===== src/rtl/ml_pkg.sv =====
// Package: shared field positions and source selectors for the modem
// loopback unit. Assumes a 5-bit control write image and 4 modem flags.
package ml_pkg;
    localparam int CTRL_W   = 5;
    localparam int LBE_BIT  = 0;
    localparam int DTR_BIT  = 1;
    localparam int RTS_BIT  = 2;
    localparam int OUT1_BIT = 3;
    localparam int OUT2_BIT = 4;
    localparam int NMODEM   = 4;

    // Flag bit order of the modem status vector.
    typedef enum int {MS_CTS = 0, MS_DSR = 1, MS_DCD = 2, MS_RI = 3} modem_bit_e;

    // Which source wins the receive FIFO push in a given cycle.
    typedef enum logic [2:0] {
        PSH_NONE, PSH_TX, PSH_LBRK, PSH_EXT, PSH_EBRK
    } push_src_e;

    // Control bit that drives each modem flag while looped back.
    function automatic int loop_src(input int flag_idx);
        case (flag_idx)
            MS_CTS:  return RTS_BIT;
            MS_DSR:  return DTR_BIT;
            MS_DCD:  return OUT1_BIT;
            default: return OUT2_BIT;
        endcase
    endfunction
endpackage


===== src/rtl/ml_modem_loop.sv =====
// Module: holds the loopback enable and the modem status flags. A control
// write with the loopback bit set copies the cross-mapped outputs onto the
// flags and emits clear-all / set strobes for the modem interrupts.
// Assumes the caller applies clear before set.
module ml_modem_loop
    import ml_pkg::*;
(
    input  logic              clk,
    input  logic              rst_n,
    input  logic              ctrl_we,
    input  logic [CTRL_W-1:0] ctrl_wdata,
    output logic              lb_en,
    output logic [NMODEM-1:0] modem_flags,
    output logic [NMODEM-1:0] ms_int_set,
    output logic [NMODEM-1:0] ms_int_clr
);
    logic              upd;
    logic [NMODEM-1:0] mapped;

    assign upd = ctrl_we & ctrl_wdata[LBE_BIT];

    // Cross-map each modem output onto its status flag.
    for (genvar i = 0; i < NMODEM; i++) begin : g_map
        assign mapped[i] = ctrl_wdata[loop_src(i)];
    end

    // Loopback enable follows every control write.
    always_ff @(posedge clk) begin
        if (!rst_n)       lb_en <= 1'b0;
        else if (ctrl_we) lb_en <= ctrl_wdata[LBE_BIT];
    end

    // Modem flags load only on a looped-back control write.
    always_ff @(posedge clk) begin
        if (!rst_n)   modem_flags <= '0;
        else if (upd) modem_flags <= mapped;
    end

    // Interrupt strobes: clear every modem bit, then set from new flags.
    always_comb begin
        ms_int_clr = {NMODEM{upd}};
        ms_int_set = upd ? mapped : '0;
    end

    a_r5_flags_hold: assert property (@(posedge clk) disable iff (!rst_n)
        (ctrl_we && !ctrl_wdata[LBE_BIT]) |=> $stable(modem_flags));
    a_r11_lb_follows: assert property (@(posedge clk) disable iff (!rst_n)
        ctrl_we |=> (lb_en == $past(ctrl_wdata[LBE_BIT])));
    a_r2_cts_from_rts: assert property (@(posedge clk) disable iff (!rst_n)
        (ctrl_we && ctrl_wdata[LBE_BIT]) |=> (modem_flags[MS_CTS] == $past(ctrl_wdata[RTS_BIT])));
    a_r2_ri_from_out2: assert property (@(posedge clk) disable iff (!rst_n)
        (ctrl_we && ctrl_wdata[LBE_BIT]) |=> (modem_flags[MS_RI] == $past(ctrl_wdata[OUT2_BIT])));
endmodule


===== src/rtl/ml_break_edge.sv =====
// Module: remembers the last written send-break value and flags a
// line-control write that raises it. Assumes one write per cycle.
module ml_break_edge (
    input  logic clk,
    input  logic rst_n,
    input  logic lcr_we,
    input  logic lcr_brk,
    output logic brk_rise
);
    logic brk_q;

    // Track the current send-break setting.
    always_ff @(posedge clk) begin
        if (!rst_n)      brk_q <= 1'b0;
        else if (lcr_we) brk_q <= lcr_brk;
    end

    // A rise is a write of 1 over a stored 0.
    always_comb brk_rise = lcr_we & lcr_brk & ~brk_q;

    a_r7_no_double_rise: assert property (@(posedge clk) disable iff (!rst_n)
        brk_rise |=> !brk_rise);
endmodule


===== src/rtl/ml_push_sel.sv =====
// Module: picks the single receive FIFO push source for the cycle. In
// loopback, transmit data beats a send-break rise and line input is
// dropped. Otherwise a line character beats a line break. Purely
// combinational; clk and rst_n serve only the assertions.
module ml_push_sel
    import ml_pkg::*;
#(
    parameter int DATA_W = 8
) (
    input  logic              clk,
    input  logic              rst_n,
    input  logic              lb_en,
    input  logic              tx_we,
    input  logic [DATA_W-1:0] tx_wdata,
    input  logic              brk_rise,
    input  logic              ext_rx_valid,
    input  logic [DATA_W-1:0] ext_rx_data,
    input  logic              ext_brk,
    output logic              push_valid,
    output logic [DATA_W-1:0] push_data,
    output logic              push_brk
);
    push_src_e src;

    // Priority choice of the push source.
    always_comb begin
        src = PSH_NONE;
        if (lb_en) begin
            if (tx_we)         src = PSH_TX;
            else if (brk_rise) src = PSH_LBRK;
        end else begin
            if (ext_rx_valid)  src = PSH_EXT;
            else if (ext_brk)  src = PSH_EBRK;
        end
    end

    // Form the pushed entry from the chosen source.
    always_comb begin
        push_valid = (src != PSH_NONE);
        push_brk   = (src == PSH_LBRK) || (src == PSH_EBRK);
        case (src)
            PSH_TX:  push_data = tx_wdata;
            PSH_EXT: push_data = ext_rx_data;
            default: push_data = '0;
        endcase
    end

    a_r9_line_blocked: assert property (@(posedge clk) disable iff (!rst_n)
        (lb_en && !tx_we && !brk_rise) |-> !push_valid);
    a_r6_tx_looped: assert property (@(posedge clk) disable iff (!rst_n)
        (lb_en && tx_we) |-> (push_valid && !push_brk && push_data == tx_wdata));
    a_r10_line_char: assert property (@(posedge clk) disable iff (!rst_n)
        (!lb_en && ext_rx_valid) |-> (push_valid && !push_brk && push_data == ext_rx_data));
endmodule


===== src/rtl/modem_loop_unit.sv =====
// Module: top of the modem control loopback unit. Ties the flag/enable
// state, the send-break edge detector and the push source selector.
// Assumes the surrounding port owns the receive FIFO and interrupt bits.
module modem_loop_unit #(
    parameter int DATA_W = 8
) (
    input  logic              clk,
    input  logic              rst_n,
    input  logic              ctrl_we,
    input  logic [4:0]        ctrl_wdata,
    input  logic              tx_we,
    input  logic [DATA_W-1:0] tx_wdata,
    input  logic              lcr_we,
    input  logic              lcr_brk,
    input  logic              ext_rx_valid,
    input  logic [DATA_W-1:0] ext_rx_data,
    input  logic              ext_brk,
    output logic [3:0]        modem_flags,
    output logic [3:0]        ms_int_set,
    output logic [3:0]        ms_int_clr,
    output logic              push_valid,
    output logic [DATA_W-1:0] push_data,
    output logic              push_brk
);
    logic lb_en;
    logic brk_rise;

    ml_modem_loop u_modem (
        .clk(clk), .rst_n(rst_n), .ctrl_we(ctrl_we), .ctrl_wdata(ctrl_wdata),
        .lb_en(lb_en), .modem_flags(modem_flags),
        .ms_int_set(ms_int_set), .ms_int_clr(ms_int_clr)
    );

    ml_break_edge u_brk (
        .clk(clk), .rst_n(rst_n), .lcr_we(lcr_we), .lcr_brk(lcr_brk),
        .brk_rise(brk_rise)
    );

    ml_push_sel #(.DATA_W(DATA_W)) u_push (
        .clk(clk), .rst_n(rst_n), .lb_en(lb_en),
        .tx_we(tx_we), .tx_wdata(tx_wdata), .brk_rise(brk_rise),
        .ext_rx_valid(ext_rx_valid), .ext_rx_data(ext_rx_data), .ext_brk(ext_brk),
        .push_valid(push_valid), .push_data(push_data), .push_brk(push_brk)
    );

    a_r4_set_lands: assert property (@(posedge clk) disable iff (!rst_n)
        (|ms_int_clr) |=> (modem_flags == $past(ms_int_set)));
    a_r7_brk_marker_empty: assert property (@(posedge clk) disable iff (!rst_n)
        push_brk |-> (push_valid && push_data == '0));
endmodule


===== config.mk =====
export PLATFORM = sky130hd
export DESIGN_NAME = modem_loop_unit
export DESIGN_NICKNAME = d
export VERILOG_FILES = /design/src/rtl/ml_pkg.sv /design/src/rtl/ml_modem_loop.sv /design/src/rtl/ml_break_edge.sv /design/src/rtl/ml_push_sel.sv /design/src/rtl/modem_loop_unit.sv
export SDC_FILE = /design/constraint.sdc
export NUM_CORES = 1
export LEC_CHECK = 0
export ABC_AREA = 1
export BUFFER_PORTS_ARGS = -buffer_cell sky130_fd_sc_hd__buf_2
export CAP_MARGIN = 20
export CORE_MARGIN = 1
export CORE_UTILIZATION = 34
export CTS_BUF_LIST = sky130_fd_sc_hd__clkbuf_2 sky130_fd_sc_hd__clkbuf_4 sky130_fd_sc_hd__clkbuf_8
export CTS_CLUSTER_DIAMETER = 80
export DETAILED_ROUTE_END_ITERATION = 10
export PLACE_DENSITY = 0.81
export SLEW_MARGIN = 20
export SYNTH_ARGS = -nofsm -noshare
export SYNTH_HDL_FRONTEND = slang
export SYNTH_SLANG_ARGS = --single-unit

===== constraint.sdc =====
create_clock -name clk -period 1.23 [get_ports clk]
set_input_delay 0.246 -clock clk [delete_from_list [all_inputs] [get_ports clk]]
set_output_delay 0.246 -clock clk [all_outputs]
set_load 0.005 [all_outputs]

==> results.py, run 1 <==
metrics = {
    "timing": {
        "fin_skew_ns": 0,
        "rsz0062_at_grt": "true",
        "finalHoldViolCount": 0,
        "slew-limit-headroom": 0.853,
        "final.period_utilization": 1.03,
        "slew_violations": 0,
        "worst_pin_slew_ns": 0.220,
        "max_freq_mhz": 790,
        "finalCriticalPeriod_ns": 1.27,
        "setup_viol_count_final": 6,
        "holdWs_ns": 0.280,
        "setup_ws_ns": -0.0357,
    },
    "status": {
        "violations": "negative setup slack",
        "outcome": "finished with violations",
    },
    "cts": {
        "clk_pin_slew_ns": 0.04,
        "numCtsBuffers": 3,
        "clk_path_buf_depth": 2,
        "cts_tree": "yes",
        "clock-sinks": 6,
        "htreeDepth": 1,
        "insertion_delay_ns": 0.25,
        "hold_buffers": 0,
        "cts_root_buffer": "clkbuf_4",
    },
    "yosys": {
        "synth_fp_nets": 104,
        "yosysWarnings": 0,
        "synth.area.top_cells": "dfxtp_1 26%, nand3_1 25%, nand2_1 12%",
        "syn_area_per_cell_um2": 6.07,
        "synth.distinct_cells": 13,
        "synth-seq-area-share": 0.264,
        "synthCells": 75,
        "synth_top_area_share": 0.264,
        "ys_ff_latch": 6,
        "synth_top_cell_by_area": "dfxtp_1",
        "synth.cell_area_um2": 455,
    },
    "global_routing": {
        "grt_overflow": 0,
        "grt_pass1_vias": 451,
        "grt_pass1_wl_mm": 1.79,
        "grt.total_usage": 0.177,
        "grt_max_degree": 14,
        "antenna_found_initial": 0,
    },
    "setup_path": {
        "criticalPathCategory": "reg -> out",
        "cp_max_fo": 13,
        "r2r_cells": 4,
        "setup.worst_path.end_class": "output pin",
        "r2r_start": "u_modem.lb_en",
        "r2r-end": "u_modem.lb_en",
        "worst_setup_path_start_kind": "flip-flop",
        "cp.arrival_ns": 1.02,
        "required_ns": 0.98,
        "reg2reg_slack_ns": 0.51,
    },
    "place": {
        "placed_area_um2": 668,
        "dp_cells": 132,
        "globalplace.congestion": 0.681,
        "numPortBuffers": 50,
        "dp_hpwl_mm": 1.01,
    },
    "floorplan": {
        "num_rows": 12,
        "dieHeight_um": 38.6,
        "die_area_mm2": 0.00149,
        "core_mm2": 0.00117,
        "start_util": 0.389,
        "fp.dieW_um": 38.6,
        "ios": 51,
    },
    "drt": {
        "drt-initial-drc-count": 8,
        "wire_per_inst_um": 9.59,
        "via_per_inst": 4.58,
        "route.vias.total": 618,
        "drt_first_pass_iters": 3,
        "wl_mm": 1.29,
        "ant_nets": 0,
        "remaining_drc_errors": 0,
    },
    "final_layout": {
        "final_cell_count_no_fill": 135,
        "area_growth_pct": 58.2,
        "nets": 152,
        "diodes": 0,
        "post_route_cells_drive_above_1_share": 0.512,
        "final_util": 0.615,
        "n_fill_cell": 113,
        "fin_area_um2": 721,
    },
    "power": {
        "irDropWorstVdd_uv": 599,
        "p_total_mw": 0.573,
        "power_leakage_nw": 0.472,
        "p_per_area_mw_per_mm2": 795,
    },
    "hold_path": {
        "hp-class": "in -> reg",
        "hold_path_end": "u_modem.modem_flags[3]",
        "hp-start": "ctrl_wdata[4]",
        "whs_path_depth": 3,
    },
    "run": {
        "drv_cap": 0,
    },
}
cell usage after synthesis (all sizes together):
cell	n
nand3	23
nand2	16
inv	10
buf	8
nor2	7
dfxtp	6
a21oi	4
o21ai	1
sequential cells by signal, indices dropped and copies added (netlist names):
signal,cells
u_modem.modem_flags,4
u_modem.lb_en,1
u_brk.brk_q,1
layer usage:
layer  share of wire  vias to the layer above  wire length [um]  track usage
li1                -                      329                 -            -
met1            0.44                      264               567        0.194
met2            0.48                       22               621        0.283
met3           0.067                        3                87       0.0694
met4           0.013                        0                17        0.103
met5               0                        -                 0            0
critical path, stage by stage (launching register included):
cell     delay, ns
dfxtp_4       0.37
inv_8         0.06
nor2_4        0.08
nand3_2       0.09
nand3_2       0.07
buf_2         0.10
cell type report:
type	instances	area, um^2	area share
repair buffers	51	262	0.363
well taps	14	17.5	0.0243
multi-input cells	51	250	0.347
flip-flops and latches	6	124	0.172
inverters	10	45.0	0.0625
clock buffers	3	22.5	0.0313
through the flow:
step	setup slack (ns)	setup TNS [ns]
finish	-0.0357	-0.0909
global route	-0.0894	-0.480
CTS	-0.0464	-0.0913
detailed placement	0.175	0
global placement	0.193	0
floorplan	0.219	0
power breakdown:
group / switching, mW / internal [mW] / leakage (nW)
logic: 0.0880 / 0.0879 / 0.408
registers: 0.00659 / 0.204 / 0.0499
clock network: 0.0759 / 0.111 / 0.0138
cell families (layout without fill, tap and decap cells):
logic type / count (synthesis) / in the layout / synth area share
AND/OR/NAND/NOR: 46 / 46 / 0.448
buffers and inverters: 18 / 64 / 0.225
flip-flops: 6 / 6 / 0.264
AO/OA/AOI/OAI: 5 / 5 / 0.0632
how the worst max path moves through the flow:
stage	startpoint	endpoint	slack, ns	cells past startpoint
floorplan	u_modem.lb_en	push_valid	0.22	5
global placement	ext_rx_valid	push_valid	0.19	6
detailed placement	ext_rx_valid	push_valid	0.17	6
CTS	u_modem.lb_en	push_valid	-0.05	5
global route	u_modem.lb_en	push_valid	-0.09	5
finish	u_modem.lb_en	push_valid	-0.04	5
timing repair:
action | in CTS | in global routing
setup buffers | 0 | 0
endpoints found under the setup margin | 10 | 10
pin swaps | 0 | 8
gates cloned | 0 | 0
resized for setup | 1 | 8
cells in the final DEF, fill, tap and decap left out:
master,synthesis,final
nand2_2,1,1
buf_6,2,1
o21ai_2,1,1
dfxtp_1,6,5
nor2_1,7,6
a21oi_1,4,4
nand3_2,0,2
nor2_4,0,1
inv_2,1,1
dfxtp_4,0,1
nand3_1,23,21
buf_2,2,50
clkbuf_4,0,3
nand2_1,15,15
inv_1,8,8
inv_8,0,1
Note: power is estimated with default switching activity, not from simulation.
==> inputs of run 2 (changes only) <==
--- a/config.mk
+++ b/config.mk
@@ -8,13 +8,14 @@
 export ABC_AREA = 1
 export BUFFER_PORTS_ARGS = -buffer_cell sky130_fd_sc_hd__buf_2
 export CAP_MARGIN = 20
-export CORE_MARGIN = 1
-export CORE_UTILIZATION = 34
+export CORE_AREA = 2 2 39 41
 export CTS_BUF_LIST = sky130_fd_sc_hd__clkbuf_2 sky130_fd_sc_hd__clkbuf_4 sky130_fd_sc_hd__clkbuf_8
 export CTS_CLUSTER_DIAMETER = 80
 export DETAILED_ROUTE_END_ITERATION = 10
-export PLACE_DENSITY = 0.81
+export DIE_AREA = 0 0 41 43
+export PLACE_DENSITY = 0.79
 export SLEW_MARGIN = 20
 export SYNTH_ARGS = -nofsm -noshare
 export SYNTH_HDL_FRONTEND = slang
+export SYNTH_HIERARCHICAL = 1
 export SYNTH_SLANG_ARGS = --single-unit
==> run 2 against run 1 <==
The flow still finishes with violations (negative setup slack). Total power down 4.1%. Critical path type unchanged. Critical endpoint is now push_data[7]. Maximum frequency about the same. Highest routed layer unchanged. Worst setup slack about the same. First-iteration DRC count down 63%. Clock-buffer cell count unchanged. Sequential share of layout area up 0.43 points.
==> results.py, run 2 <==
metrics = {
    "status": {
        "outcome": "finished with violations",
        "violations": "negative setup slack",
    },
    "timing": {
        "worst_pin_slew_ns": 0.173,
        "fin_skew_ns": 0,
        "finalHoldViolCount": 0,
        "setup_viol_count_final": 9,
        "final.period_utilization": 1.03,
        "finalCriticalPeriod_ns": 1.27,
        "setup_ws_ns": -0.0357,
        "holdWs_ns": 0.236,
        "slew-limit-headroom": 0.885,
        "slew_violations": 0,
        "max_freq_mhz": 790,
        "rsz0062_at_grt": "true",
        "finalSetupTns_ns": -0.107,
    },
    "place": {
        "dp_cells": 138,
        "numPortBuffers": 50,
        "dp_worst_setup_slack_ns": 0.0614,
        "globalplace.congestion": 0.671,
        "placed_area_um2": 664,
        "dp_hpwl_um": 971,
    },
    "cts": {
        "clk_path_buf_depth": 2,
        "htreeDepth": 1,
        "insertion_delay_ns": 0.24,
        "cts_root_buffer": "clkbuf_4",
        "cts_tree": "yes",
        "clk_pin_slew_ns": 0.04,
        "numCtsBuffers": 3,
        "cts_setup_buffers": 0,
        "clock-sinks": 6,
    },
    "drt": {
        "drt_first_pass_iters": 3,
        "remaining_drc_errors": 0,
        "wire_per_inst_um": 8.30,
        "via_per_inst": 4.30,
        "drt-initial-drc-count": 3,
        "route.vias.total": 606,
        "ant_nets": 0,
        "wl_mm": 1.17,
    },
    "power": {
        "p_per_area_mw_per_mm2": 782,
        "power_leakage_nw": 0.483,
        "p_total_mw": 0.550,
        "irDropWorstVdd_uv": 463,
    },
    "setup_path": {
        "r2r_start": "u_modem/lb_en",
        "cp_max_fo": 8,
        "r2r_cells": 2,
        "cp.arrival_ns": 1.02,
        "worst_setup_path_start_kind": "flip-flop",
        "criticalPathCategory": "reg -> out",
        "required_ns": 0.98,
        "r2r-end": "u_modem/lb_en",
        "reg2reg_slack_ns": 0.60,
        "setup.worst_path.end_class": "output pin",
    },
    "final_layout": {
        "diodes": 0,
        "n_fill_cell": 152,
        "final_util": 0.508,
        "mostFrequentLayoutCells": "50 x buf_2, 35 x nand2_1, 12 x inv_1, 7 x nand3_1",
        "seq_area_um2": 124,
        "largest_reg_flops": 4,
        "top_register": "u_modem/modem_flags",
        "multi_input_comb_area_um2": 235,
        "top_regs": "u_modem/modem_flags (4), u_brk/brk_q (1), u_modem/lb_en (1)",
        "final_common_cell": "buf_2",
        "final_cell_count_no_fill": 141,
        "area_growth_pct": 65.8,
        "fin_area_um2": 703,
        "post_route_cells_drive_above_1_share": 0.480,
        "nets": 156,
    },
    "hold_path": {
        "hp-class": "in -> reg",
        "hp-start": "rst_n",
        "whs_path_depth": 3,
        "hold_path_end": "u_brk/brk_q",
    },
    "yosys": {
        "synth.area.top_cells": "nand2_1 32%, dfxtp_1 28%, inv_1 11%",
        "synthCells": 76,
        "synth_top_area_share": 0.319,
        "synth.cell_area_um2": 424,
        "synth.distinct_cells": 12,
        "syn_area_per_cell_um2": 5.58,
        "ys_ff_latch": 6,
        "async_flop_share": 0,
        "yosysMostFrequentCell": "nand2_1",
        "yosysWarnings": 6,
        "ys_top_cells_by_count": "36 x nand2_1, 12 x inv_1, 7 x nand3_1",
        "synth_top_cell_by_area": "nand2_1",
        "synth_edf_count": 0,
        "ys.flop_type": "dfxtp_1",
        "synth_fp_nets": 105,
        "synth-seq-area-share": 0.283,
    },
    "floorplan": {
        "core_mm2": 0.00138,
        "start_util": 0.307,
        "dieHeight_um": 43,
        "ios": 51,
        "num_rows": 14,
        "fp.dieW_um": 41,
        "die_area_mm2": 0.00176,
    },
    "global_routing": {
        "grt_pass1_wl_mm": 1.67,
        "grt_pass1_vias": 466,
        "grt_overflow": 0,
        "grt.total_usage": 0.137,
        "antenna_found_initial": 0,
        "grt_max_degree": 9,
    },
    "run": {
        "drv_cap": 0,
    },
}
==> run 2: what timing repair did <==
item,in CTS,in global routing
setup endpoints to repair,10,10
gates resized for setup,5,1
pin swaps,4,3
gates cloned,0,0
hold buffers,0,0
==> run 2: logic make-up after synthesis <==
logic type	Yosys count	share of synthesized area
AO/OA/AOI/OAI	7	0.0914
AND/OR/NAND/NOR	46	0.440
flip-flops	6	0.283
buffers and inverters	17	0.186
==> run 2: worst max path at each step <==
stage	from	to	slack (ns)
after floorplan	u_modem/lb_en	push_data[0]	0.28
after detailed placement	u_modem/lb_en	push_data[7]	0.06
after global routing	u_modem/lb_en	push_data[4]	-0.12
after global placement	u_modem/lb_en	push_data[2]	0.12
after CTS	u_modem/lb_en	push_data[7]	-0.06
final	u_modem/lb_en	push_data[7]	-0.04
==> run 2: critical path, stage by stage, from the launching register on <==
cell,delay (ns)
dfxtp_4,0.36
nor2_4,0.16
nand2_1,0.08
nand2_1,0.06
buf_2,0.11
==> run 2: per-layer routing <==
metal	part of all wire	GRT usage	vias up
met5	0	0	-
met4	0.0068	0.100	0
met3	0.15	0.0262	2
met2	0.47	0.234	38
met1	0.37	0.133	241
li1	-	-	325
==> run 2: area by class of cell <==
| cell class | count | share of cell area |
|---|---|---|
| repair buffers | 50 | 0.356 |
| multi-input cells | 53 | 0.335 |
| flip-flops and latches | 6 | 0.176 |
| inverters | 13 | 0.0730 |
| clock buffers | 3 | 0.0320 |
| well taps | 16 | 0.0285 |
==> run 2: power breakdown <==
group	switching (mW)	total, mW	internal (mW)
clock network	0.0694	0.180	0.110
logic	0.0767	0.158	0.0815
registers	0.00810	0.212	0.204
